--- src/rtl/wpk_pkg.sv ---
package wpk_pkg;
  // Why the slot buffer closes a group this cycle.
  typedef enum logic [1:0] {
    EMIT_NONE  = 2'd0,
    EMIT_FULL  = 2'd1,
    EMIT_FLUSH = 2'd2
  } emit_kind_e;

  function automatic logic is_emit(emit_kind_e k);
    return k != EMIT_NONE;
  endfunction
endpackage

--- src/rtl/wpk_slot_buf.sv ---
module wpk_slot_buf
  import wpk_pkg::*;
#(
  parameter int unsigned WORD_W = 17,
  parameter int unsigned SLOTS  = 7,
  localparam int unsigned USED_W = WORD_W * SLOTS,
  localparam int unsigned CNT_W  = $clog2(SLOTS + 1)
) (
  input  logic              clk,
  input  logic              rst,
  input  logic              in_valid,
  input  logic [WORD_W-1:0] in_word,
  input  logic              flush,
  output emit_kind_e        emit_kind,
  output logic [USED_W-1:0] group
);
  localparam logic [CNT_W-1:0] LAST = CNT_W'(SLOTS - 1);

  logic [CNT_W-1:0]  fill_q;
  logic [WORD_W-1:0] slot_q [SLOTS];
  logic              full_hit;
  logic              flush_hit;

  always_comb begin
    full_hit  = in_valid && (fill_q == LAST);
    flush_hit = flush && ((fill_q != '0) || in_valid);
    if (full_hit)       emit_kind = EMIT_FULL;
    else if (flush_hit) emit_kind = EMIT_FLUSH;
    else                emit_kind = EMIT_NONE;
  end

  // Slots below the fill level come from storage, the slot at the fill
  // level takes the word arriving now, and the rest read as zero.
  for (genvar i = 0; i < SLOTS; i++) begin : g_slot
    localparam logic [CNT_W-1:0] IDX = CNT_W'(i);

    assign group[i*WORD_W +: WORD_W] =
      (IDX < fill_q)                ? slot_q[i] :
      ((IDX == fill_q) && in_valid) ? in_word   : '0;

    always_ff @(posedge clk) begin
      if (rst)
        slot_q[i] <= '0;
      else if (in_valid && (fill_q == IDX) && !is_emit(emit_kind))
        slot_q[i] <= in_word;
    end
  end

  always_ff @(posedge clk) begin
    if (rst)
      fill_q <= '0;
    else if (is_emit(emit_kind))
      fill_q <= '0;
    else if (in_valid)
      fill_q <= fill_q + 1'b1;
  end
endmodule

--- src/rtl/wpk_out_stage.sv ---
module wpk_out_stage
  import wpk_pkg::*;
#(
  parameter int unsigned OUT_W  = 128,
  parameter int unsigned USED_W = 119
) (
  input  logic              clk,
  input  logic              rst,
  input  emit_kind_e        emit_kind,
  input  logic [USED_W-1:0] group,
  output logic              out_valid,
  output logic [OUT_W-1:0]  out_data
);
  always_ff @(posedge clk) begin
    if (rst) begin
      out_valid <= 1'b0;
      out_data  <= '0;
    end else begin
      out_valid <= is_emit(emit_kind);
      if (is_emit(emit_kind))
        out_data <= OUT_W'(group);
    end
  end
endmodule

--- src/rtl/wpk_sticky_flag.sv ---
module wpk_sticky_flag (
  input  logic clk,
  input  logic rst,
  input  logic set,
  output logic flag
);
  always_ff @(posedge clk) begin
    if (rst)      flag <= 1'b0;
    else if (set) flag <= 1'b1;
  end
endmodule

--- src/rtl/wpk_packer.sv ---
module wpk_packer
  import wpk_pkg::*;
#(
  parameter int unsigned WORD_W = 17,
  parameter int unsigned SLOTS  = 7,
  parameter int unsigned OUT_W  = 128,
  localparam int unsigned USED_W = WORD_W * SLOTS
) (
  input  logic              clk,
  input  logic              rst,
  input  logic              in_valid,
  input  logic [WORD_W-1:0] in_word,
  input  logic              flush,
  input  logic              out_ready,
  output logic              out_valid,
  output logic [OUT_W-1:0]  out_data,
  output logic              overflow
);
  emit_kind_e        emit_kind;
  logic [USED_W-1:0] group;
  logic              lost_beat;

  wpk_slot_buf #(.WORD_W(WORD_W), .SLOTS(SLOTS)) u_buf (
    .clk(clk), .rst(rst), .in_valid(in_valid), .in_word(in_word),
    .flush(flush), .emit_kind(emit_kind), .group(group)
  );

  wpk_out_stage #(.OUT_W(OUT_W), .USED_W(USED_W)) u_out (
    .clk(clk), .rst(rst), .emit_kind(emit_kind), .group(group),
    .out_valid(out_valid), .out_data(out_data)
  );

  assign lost_beat = out_valid && !out_ready;

  wpk_sticky_flag u_ovf (
    .clk(clk), .rst(rst), .set(lost_beat), .flag(overflow)
  );
endmodule

--- config.mk ---
export PLATFORM = sky130hd
export DESIGN_NAME = wpk_packer
export DESIGN_NICKNAME = d
export VERILOG_FILES = /design/src/rtl/wpk_pkg.sv /design/src/rtl/wpk_slot_buf.sv /design/src/rtl/wpk_out_stage.sv /design/src/rtl/wpk_sticky_flag.sv /design/src/rtl/wpk_packer.sv
export SDC_FILE = /design/constraint.sdc
export NUM_CORES = 1
export LEC_CHECK = 0
export BUFFER_PORTS_ARGS = -buffer_cell sky130_fd_sc_hd__buf_2
export CAP_MARGIN = 40
export CORE_MARGIN = 4
export CORE_UTILIZATION = 52
export CTS_BUF_LIST = sky130_fd_sc_hd__clkbuf_16
export DETAILED_ROUTE_END_ITERATION = 10
export PLACE_DENSITY = 0.76
export SYNTH_ARGS = -nofsm -noshare
export SYNTH_HDL_FRONTEND = slang
export SYNTH_HIERARCHICAL = 1
export SYNTH_SLANG_ARGS = --single-unit
--- constraint.sdc ---
create_clock -name clk -period 3.05 [get_ports clk]
set_clock_uncertainty 0.1 [all_clocks]
set_input_delay 0.305 -clock clk [delete_from_list [all_inputs] [get_ports clk]]
set_output_delay 0.305 -clock clk [all_outputs]
set_load 0.05 [all_outputs]
==> flow_metrics.env <==
export IMPL_vias=8481
export IMPL_dp_cells=1427
export IMPL_antenna_found_initial=2
export IMPL_required_ps=3380
export IMPL_die_w_um=156
export IMPL_synthArstFlopShare=0
export IMPL_rsz0062_at_grt="no"
export IMPL_synth_edf_count=119
export IMPL_worst_ir_drop_vdd_mv=0.291
export IMPL_tns_ps=0
export IMPL_crit_family="flip-flops"
export IMPL_track_usage=0.222
export IMPL_core_area_um2=21800
export IMPL_outcome="complete, no violations"
export IMPL_drtPass1Iterations=6
export IMPL_antennaDiodeCount=0
export IMPL_ios=152
export IMPL_ys_seq_area_frac=0.529
export IMPL_crit_slowest_cell="dfxtp_1"
export IMPL_rows=54
export IMPL_ant_nets=0
export IMPL_synth_distinct_cells=46
export IMPL_drc=0
export IMPL_wl_per_cell_um=19.1
export IMPL_gp_congestion=0.820
export IMPL_hpwl_um=16600
export IMPL_hold_class="in2reg"
export IMPL_slew_headroom=0.425
export IMPL_r2r_slack_ps=460
export IMPL_cts_tree="built"
export IMPL_grt_pass1_wl_um=44500
export IMPL_grt_pass1_vias=8027
export IMPL_start_util=0.526
export IMPL_clkTransAtPathRegs_ps=60
export IMPL_ctsResizeCount=0
export IMPL_min_to="u_ovf/flag"
export IMPL_preCtsSetupSlack_ps=502
export IMPL_fmax_mhz=385
export IMPL_dieArea_um2=24400
export IMPL_clock_path_buffers=3
export IMPL_insertion_delay_ps=510
export IMPL_synthFlopType="dfxtp_1"
export IMPL_n_fill_cell=1837
export IMPL_worst_slack_ps=456
export IMPL_total_power_mw=7.08
export IMPL_ys_ff_latch=243
export IMPL_power_leakage_nw=4.84
export IMPL_critPathBufInv=2
export IMPL_io_buffer_count=142
export IMPL_finalSetupViolations=0
export IMPL_root_buffer="clkbuf_16"
export IMPL_post_route_period_util=0.851
export IMPL_htree_levels=1
export IMPL_design_area_um2=12800
export IMPL_arrival_ps=2930
export IMPL_syn_area_um2=11400
export IMPL_die_height_um=156
export IMPL_viasPerCell=5.76
export IMPL_end_kind="flip-flop"
export IMPL_rr_startpoint="u_buf/fill_q[0]"
export IMPL_area_growth_pct=12.3
export IMPL_wirelength_um=28100
export IMPL_grt_max_degree=142
export IMPL_yosysWarnings=6
export IMPL_cts_setup_buffers=0
export IMPL_overflow=0
export IMPL_path_cells="inv_1, ha_1, and3_4, nor2_4, buf_12, o21ai_0, a21oi_1"
export IMPL_layout_min_cycle_time_ps=2590
export IMPL_drive_above_1_share=0.182
export IMPL_hold_viol=0
export IMPL_powerDensity_nw_per_um2=551
export IMPL_numCtsBuffers=25
export IMPL_cts_sinks=243
export IMPL_cp_max_fo=141
export IMPL_path_class="reg2reg"
export IMPL_max_stage_delay_ps=650
export IMPL_placed_area_um2=12100
export IMPL_syn_area_per_cell_um2=10.4
export IMPL_crit_path_start_kind="flip-flop"
export IMPL_tightest_slew_ps=862
export IMPL_holdPathStages=3
export IMPL_min_from="out_ready"
export IMPL_reg2reg_to="u_out/out_data[49]"
export IMPL_fin_cells=1472
export IMPL_postCtsHoldBufs=0
export IMPL_slew_viol_final=0
export IMPL_syn_inst=1099
export IMPL_max_cap_violations=0
export IMPL_drt_iter0_drc=887
export IMPL_layout_nets=1199
export IMPL_worst_r2r_path_depth=7
## worst max path at each step
stage | start | endpoint | slack, ps | cells after the start
3_5_place_dp | u_buf/fill_q[1] | u_out/out_data[49] | 500 | 6
4_1_cts | u_buf/fill_q[1] | u_out/out_data[49] | 490 | 6
5_1_grt | u_buf/fill_q[0] | u_out/out_data[49] | 260 | 7
6_report | u_buf/fill_q[0] | u_out/out_data[49] | 460 | 7
3_3_place_gp | u_buf/fill_q[1] | u_out/out_data[63] | 620 | 6
2_1_floorplan | u_buf/fill_q[0] | u_buf/slot_q[3][0] | 180 | 5
## logic make-up after synthesis
| group | count (synthesis) | share of synthesized area |
|---|---|---|
| AO/OA/AOI/OAI | 376 | 0.200 |
| other | 2 | 0.000656 |
| multiplexers | 1 | 0.000875 |
| flip-flops | 243 | 0.529 |
| buffers and inverters | 152 | 0.0702 |
| XOR/XNOR | 2 | 0.00153 |
| adder cells (fa/ha/maj) | 3 | 0.00328 |
| AND/OR/NAND/NOR | 320 | 0.194 |
## registers in the layout (all words and copies together) (netlist names)
| register | count |
|---|---|
| u_buf/slot_q | 119 |
| u_out/out_data | 119 |
| u_buf/fill_q | 3 |
| u_out/out_valid | 1 |
| u_ovf/flag | 1 |
## synthesized netlist by cell type, drive strengths merged, types with 4 or more instances
library cell  count  area, um2
and2             88        551
o21ai           137        686
or3b            119       1040
buf              76        516
a22o             85        744
clkbuf           60        228
nor2             20       85.1
edfxtp          119       3570
nand2            53        199
inv              16       60.1
a21boi           17        128
a21oi           123        616
nand3            22        115
dfxtp           124       2480
a21o              5       37.5
a211oi            4       35.0
## worst reg2reg max path, delay by kind of cell, from the launching register on
family                     cells  cell delay, ps
AOI/OAI and AO/OA              2             480
adders and majority gates      1             340
buffers and inverters          2             520
DFF                            1             650
and+or+nand+nor                2             430
## power by group
part | leakage [nW] | total [mW] | switching (mW) | internal (mW)
Clock | 0.414 | 2.93 | 1.25 | 1.68
Sequential | 2.23 | 3.57 | 0.0409 | 3.53
Combinational | 2.20 | 0.585 | 0.441 | 0.144
## cell usage in the layout (no fill, tap or decap), drive strengths merged, types with 2 or more instances in the layout
master	instances
edfxtp	119
nor4b	3
and2	88
a211oi	4
clkinv	10
ha	3
nand2	53
o31ai	3
buf	160
a21boi	17
clkbuf	27
nor2	20
nor4	3
a22o	85
inv	22
or3b	119
nand2b	3
dfxtp	124
conb	26
a21o	5
a21oi	123
o21ai	137
or2	2
nand3	22
nor2b	2
## layer usage
layer / track usage / up-vias / share of wire
li1: - / 4082 / -
met1: 0.330 / 4035 / 0.44
met2: 0.335 / 309 / 0.45
met3: 0.0407 / 51 / 0.080
met4: 0.0616 / 4 / 0.024
met5: 0 / - / 0.00071
## per-stage QoR
stage / util / hold WS (ps)
finish: 0.591 / 19.6
global route: 0.591 / 20.6
CTS: 0.591 / 7.52
detailed placement: 0.555 / 371
global placement: 0.555 / 359
floorplan: - / 372
## cell type report
class,count,area [um2],area share
timing repair buffer,160,898,0.0699
tap,280,350,0.0273
clock inverter,18,109,0.00847
inverter,16,60.1,0.00467
multi-input combinational,728,4700,0.366
sequential,243,6060,0.471
clock buffer,27,676,0.0526
No activity file was read; power rests on OpenSTA's default activity.
